## src/rtl/hdlc_tx_pkg.sv

```systemverilog
`timescale 1ns/1ps
package hdlc_tx_pkg;

   typedef enum logic [1:0] {
      ST_FLAG  = 2'd0,
      ST_DATA  = 2'd1,
      ST_ABORT = 2'd2
   } tx_state_e;

   // Flag is a zero, (run+1) ones, a zero; idx counts line order.
   function automatic logic flag_bit(input int idx, input int run);
      return (idx != 0) && (idx != run + 2);
   endfunction

endpackage

```

## src/rtl/hdlc_run_counter.sv

```systemverilog
`timescale 1ns/1ps
module hdlc_run_counter #(
   parameter int RUN = 5,
   parameter int CW  = $clog2(RUN + 2)
) (
   input  logic          clk,
   input  logic          rst_n,
   input  logic          tick,
   input  logic          clr,
   input  logic          one_bit,
   output logic [CW-1:0] count,
   output logic          full
);

   localparam logic [CW-1:0] RUN_V = CW'(RUN);

   always_ff @(posedge clk) begin
      if (!rst_n) begin
         count <= '0;
      end else if (tick) begin
         if (clr || !one_bit) count <= '0;
         else                 count <= count + 1'b1;
      end
   end

   assign full = (count == RUN_V);

endmodule

```

## src/rtl/hdlc_octet_shifter.sv

```systemverilog
`timescale 1ns/1ps
module hdlc_octet_shifter #(
   parameter int W         = 8,
   parameter bit MSB_FIRST = 1'b0
) (
   input  logic         clk,
   input  logic         rst_n,
   input  logic         load,
   input  logic         shift,
   input  logic [W-1:0] din,
   output logic         cur_bit
);

   logic [W-1:0] sh;

   generate
      if (MSB_FIRST) begin : g_msb
         always_ff @(posedge clk) begin
            if (!rst_n)     sh <= '0;
            else if (load)  sh <= din;
            else if (shift) sh <= {sh[W-2:0], 1'b0};
         end
         assign cur_bit = sh[W-1];
      end else begin : g_lsb
         always_ff @(posedge clk) begin
            if (!rst_n)     sh <= '0;
            else if (load)  sh <= din;
            else if (shift) sh <= {1'b0, sh[W-1:1]};
         end
         assign cur_bit = sh[0];
      end
   endgenerate

endmodule

```

## src/rtl/hdlc_stuff_tx.sv

```systemverilog
`timescale 1ns/1ps
module hdlc_stuff_tx
   import hdlc_tx_pkg::*;
#(
   parameter int OCTET_W    = 8,
   parameter int STUFF_RUN  = 5,
   parameter int ABORT_ONES = 7,
   parameter bit MSB_FIRST  = 1'b0
) (
   input  logic               clk,
   input  logic               rst_n,
   input  logic               bit_en,
   input  logic               in_valid,
   input  logic [OCTET_W-1:0] in_data,
   input  logic               in_sof,
   input  logic               in_eof,
   output logic               in_ready,
   input  logic               abort_req,
   output logic               tx_bit,
   output logic               tx_abort
);

   localparam int FLAG_LEN = STUFF_RUN + 3;
   localparam int M1       = (OCTET_W > FLAG_LEN) ? OCTET_W : FLAG_LEN;
   localparam int POS_MAX  = (M1 > ABORT_ONES) ? M1 : ABORT_ONES;
   localparam int PW       = $clog2(POS_MAX);
   localparam int CW       = $clog2(STUFF_RUN + 2);

   localparam logic [PW-1:0] LAST_DATA  = PW'(OCTET_W - 1);
   localparam logic [PW-1:0] LAST_FLAG  = PW'(FLAG_LEN - 1);
   localparam logic [PW-1:0] LAST_ABORT = PW'(ABORT_ONES - 1);

   generate
      if (OCTET_W < 2) begin : g_bad_width
         $error("OCTET_W must be at least 2");
      end
      if (STUFF_RUN < 1) begin : g_bad_run
         $error("STUFF_RUN must be at least 1");
      end
      if (ABORT_ONES < STUFF_RUN + 2) begin : g_bad_abort
         $error("ABORT_ONES must exceed the flag's run of ones");
      end
   endgenerate

   tx_state_e     state, state_nx;
   logic [PW-1:0] pos, pos_nx;
   logic          cur_eof, eof_nx;
   logic [CW-1:0] ones_cnt;
   logic          run_full;
   logic          cur_bit;
   logic          bit_nx, abt_nx;
   logic          load_byte, shift_byte;
   logic          ones_clr, ones_one;
   logic          take;

   hdlc_run_counter #(.RUN(STUFF_RUN), .CW(CW)) u_run (
      .clk     (clk),
      .rst_n   (rst_n),
      .tick    (bit_en),
      .clr     (ones_clr),
      .one_bit (ones_one),
      .count   (ones_cnt),
      .full    (run_full)
   );

   hdlc_octet_shifter #(.W(OCTET_W), .MSB_FIRST(MSB_FIRST)) u_shift (
      .clk     (clk),
      .rst_n   (rst_n),
      .load    (load_byte),
      .shift   (shift_byte),
      .din     (in_data),
      .cur_bit (cur_bit)
   );

   always_comb begin
      state_nx   = state;
      pos_nx     = pos;
      eof_nx     = cur_eof;
      bit_nx     = tx_bit;
      abt_nx     = 1'b0;
      load_byte  = 1'b0;
      shift_byte = 1'b0;
      ones_clr   = 1'b0;
      ones_one   = 1'b0;
      take       = 1'b0;
      if (bit_en) begin
         case (state)
            ST_FLAG: begin
               ones_clr = 1'b1;
               if (run_full) begin
                  // zero owed by the last content bits, before the flag
                  bit_nx = 1'b0;
               end else begin
                  bit_nx = flag_bit(32'(pos), STUFF_RUN);
                  if (pos == LAST_FLAG) begin
                     take   = 1'b1;
                     pos_nx = '0;
                     if (in_valid && in_sof) begin
                        load_byte = 1'b1;
                        eof_nx    = in_eof;
                        state_nx  = ST_DATA;
                     end
                  end else begin
                     pos_nx = pos + 1'b1;
                  end
               end
            end
            ST_DATA: begin
               if (abort_req) begin
                  bit_nx   = 1'b1;
                  abt_nx   = 1'b1;
                  ones_clr = 1'b1;
                  state_nx = ST_ABORT;
                  pos_nx   = PW'(1);
               end else if (run_full) begin
                  bit_nx = 1'b0;
               end else begin
                  bit_nx     = cur_bit;
                  ones_one   = cur_bit;
                  shift_byte = 1'b1;
                  if (pos == LAST_DATA) begin
                     pos_nx = '0;
                     if (cur_eof) begin
                        state_nx = ST_FLAG;
                     end else if (in_valid) begin
                        take      = 1'b1;
                        load_byte = 1'b1;
                        eof_nx    = in_eof;
                     end else begin
                        state_nx = ST_ABORT;
                     end
                  end else begin
                     pos_nx = pos + 1'b1;
                  end
               end
            end
            ST_ABORT: begin
               bit_nx   = 1'b1;
               abt_nx   = 1'b1;
               ones_clr = 1'b1;
               if (pos == LAST_ABORT) begin
                  state_nx = ST_FLAG;
                  pos_nx   = '0;
               end else begin
                  pos_nx = pos + 1'b1;
               end
            end
            default: begin
               ones_clr = 1'b1;
               state_nx = ST_FLAG;
               pos_nx   = '0;
            end
         endcase
      end
   end

   always_ff @(posedge clk) begin
      if (!rst_n) begin
         state    <= ST_FLAG;
         pos      <= '0;
         cur_eof  <= 1'b0;
         tx_bit   <= 1'b0;
         tx_abort <= 1'b0;
      end else begin
         state   <= state_nx;
         pos     <= pos_nx;
         cur_eof <= eof_nx;
         if (bit_en) begin
            tx_bit   <= bit_nx;
            tx_abort <= abt_nx;
         end
      end
   end

   assign in_ready = take;

endmodule

```

## config.mk

```make
export PLATFORM = sky130hd
export DESIGN_NAME = hdlc_stuff_tx
export DESIGN_NICKNAME = d
export VERILOG_FILES = /design/src/rtl/hdlc_tx_pkg.sv /design/src/rtl/hdlc_run_counter.sv /design/src/rtl/hdlc_octet_shifter.sv /design/src/rtl/hdlc_stuff_tx.sv
export SDC_FILE = /design/constraint.sdc
export NUM_CORES = 1
export LEC_CHECK = 0
export BUFFER_PORTS_ARGS = -buffer_cell sky130_fd_sc_hd__buf_2
export CORE_MARGIN = 3
export CORE_UTILIZATION = 60
export CTS_CLUSTER_DIAMETER = 50
export DETAILED_ROUTE_END_ITERATION = 6
export PLACE_DENSITY = 0.83
export SYNTH_ARGS = -nofsm -noshare
export SYNTH_HDL_FRONTEND = slang
export SYNTH_SLANG_ARGS = --single-unit
```

## constraint.sdc

```tcl
create_clock -name clk -period 2.35 [get_ports clk]
set_input_delay 0.235 -clock clk [delete_from_list [all_inputs] [get_ports clk]]
set_output_delay 0.235 -clock clk [all_outputs]
set_load 0.1 [all_outputs]
```

==> run summary <==
Data required, critical path -> 2120 ps
DPL Wire Length -> 1890 microns
Top FF cell, synth -> dfxtp_1
asr flop ratio synth -> 0
worst reg2reg path endpoint -> u_shift.sh[7]
worst slew pin tran -> 490 ps
Max Clock Skew -> 5.37 ps
number of primary I/O pins -> 18
WL met2 -> 1140 microns
DR vias -> 1014
CTS root buf -> clkbuf_4
CP Launch Type -> register
synth warn -> 0
worst reg-to-reg path cell count -> 6
drt via density -> 5.70
# setup viols final -> 0
Crit. Startpoint -> pos[0]
most used cell along the critical path -> ha_1
ant diodes -> 0
Clock transition at path regs -> 100 ps
TritonCTS clock tree -> done
PD cells -> 415 nW/um^2
critical path class -> register to output pin
cts bufs inserted -> 3
slew margin rel. -> 0.676
WP buf/inv -> 1
antenna-violating nets left -> 0
critical path fanouts, max -> 7
critical path, cell by cell -> ha_1 -> ha_1 -> and2_4 -> nand2_1 -> a21oi_2 -> buf_2
largest net degree at the start of global routing -> 24
drt wl/cell -> 14.0 microns
Filler cells -> 153
fin crit period -> 2150 ps
Post-CTS Hold Buffers -> 0
post-synth top area cell -> dfxtp_1
1st-pass router iterations -> 6
Initial DRC Count -> 16
vias in the first global route -> 928
clock sinks -> 19
first-pass GRT wire length -> 4170 microns
cell family with most CP delay -> flip-flops
Synth Register Bits -> 19
Chip Width -> 51.8 microns
Yosys cell types -> 41
met3 wire length -> 131 microns
layout overhead on the synthesized area -> 7.96%
height of the chip -> 51.8 microns
sequential element share of the synthesized area -> 0.302
Setup crit end -> in_ready
top cells by area, synth -> dfxtp_1 (30%), ha_1 (12%), mux2i_1 (8.8%), a21oi_1 (4.8%), buf_6 (3.6%)
r2r setup slk -> 550 ps
Peak Freq -> 0.466 GHz
routability cong. -> 0.797
highest metal used -> met4
crit path setup slack, layout -> 204 ps
Syn Area/Cell -> 9.18 sq um
# Post-CTS Setup Buffers -> 0
number of synthesized flops with an enable pin -> 0
grt ovf -> 0
Sum Neg Setup Slack -> 0 ps
post-synth top area share -> 0.302
number of remaining DRC errors -> 0
final hold viol count -> 0
Max Slew Vio Count -> 0
core area -> 1860 sq um
CP max stage cell -> dfxtp_1
antenna violations before repair -> 0
highest cell delay on the worst timing path -> 460 ps
Die ar. -> 2680 sq um
Peak supply drop -> 446 uV
Worst Setup End Kind -> output pin
layout cells sized above 1 -> 0.216
Tcrit/Tclk final -> 0.913
crit path DAT -> 1910 ps
Setup WS pre-CTS -> 538 ps
Clock H-tree levels -> 1
Total GRT Usage -> 0.208
worst-skew pair later-pin latency -> 290 ps
CTS Buffer Depth -> 2
critical path depth -> 6
CTS resizes -> 0
number of I/O port buffers -> 17
FF-to-FF Start -> state[0]
DRT met1 WL -> 1200 microns
num rows -> 15
RSZ-0062 raised after global routing -> no
starting density of the core -> 0.677
synthesized area -> 1260 sq um
Post-Synthesis Cells -> 137
outcome -> finished, final reports clean
Final nets -> 181
Max-Cap Viols -> 0
Syn Nets -> 164
total wire length after detailed routing -> 2490 microns
Hold Crit Class -> input port to register
LEAKAGE -> 0.000597 uW
-- cells by family after synthesis --
family / Yosys count / synth area share
AO/OA/AOI/OAI: 39 / 0.219
XOR/XNOR: 1 / 0.00697
adder cells (fa/ha/maj): 12 / 0.119
buffers and inverters: 17 / 0.0756
flip-flops: 19 / 0.302
multiplexers: 12 / 0.0965
AND/OR/NAND/NOR: 37 / 0.180
-- power breakdown --
part | internal, uW | leakage [uW] | total (uW) | switching [uW]
Clock | 66.0 | 0.0000150 | 160 | 94.1
Combinational | 28.6 | 0.000429 | 71.7 | 43.1
Sequential | 326 | 0.000154 | 332 | 5.36
-- flip-flops by register name, indices dropped and copies added (netlist names) --
register     flops
u_shift.sh       8
state            2
tx_abort         1
pos              3
u_run.count      3
tx_bit           1
cur_eof          1
-- cell type report --
class / count / area, sq um / area share
multi-input cells: 101 / 786 / 0.579
clock buffers: 4 / 26.3 / 0.0194
well taps: 25 / 31.3 / 0.0230
flip-flops and latches: 19 / 380 / 0.280
repair buffers: 18 / 92.6 / 0.0682
inverters: 11 / 41.3 / 0.0304
-- metrics by stage --
stage	cell area, sq um	util	instances	hold WS [ps]	power [uW]
after floorplan	1260	-	137	408	383
after global placement	1330	0.716	174	484	406
after detailed placement	1330	0.716	174	517	410
after CTS	1360	0.731	178	208	571
after global routing	1360	0.731	178	202	595
final	1360	0.731	178	214	563
-- how the worst min path moves through the flow --
| stage | from | to | slack, ps | depth (start not counted) |
|---|---|---|---|---|
| floorplan | in_data[4] | u_shift.sh[4] | 410 | 2 |
| global placement | state[1] | state[1] | 480 | 2 |
| detailed placement | state[1] | state[1] | 520 | 2 |
| CTS | in_data[5] | u_shift.sh[5] | 210 | 3 |
| global route | in_data[5] | u_shift.sh[5] | 200 | 3 |
| finish | in_data[5] | u_shift.sh[5] | 210 | 3 |
-- metal layers --
metal  vias to the layer above  global-route usage
met2                        25               0.339
met3                         2              0.0344
met4                         0              0.0655
li1                        520                   -
met5                         -                   0
met1                       467               0.281
-- cells in the final DEF (no fill, tap or decap), types with 4 or more instances in the layout --
cell / netlist / layout
a21oi_1: 12 / 11
dfxtp_1: 19 / 19
mux2i_1: 11 / 11
o21a_1: 4 / 4
nand2_1: 10 / 10
inv_1: 11 / 11
nor2_1: 5 / 5
nor2b_1: 5 / 5
buf_2: 1 / 17
o21ai_0: 7 / 7
ha_1: 12 / 12
-- cell usage after synthesis (all sizes together) (3+ instances only) --
cell / number
nor2: 5
a21oi: 12
ha: 12
inv: 11
mux2i: 11
buf: 5
o21ai: 10
dfxtp: 19
nor2b: 6
o21a: 4
and3b: 3
nand2: 10
-- tightest hold or removal path, stage by stage --
cell	delay [ps]
buf_2	70
o21ai_1	60
a21oi_1	100
Note: power is estimated with default switching activity, not from simulation.
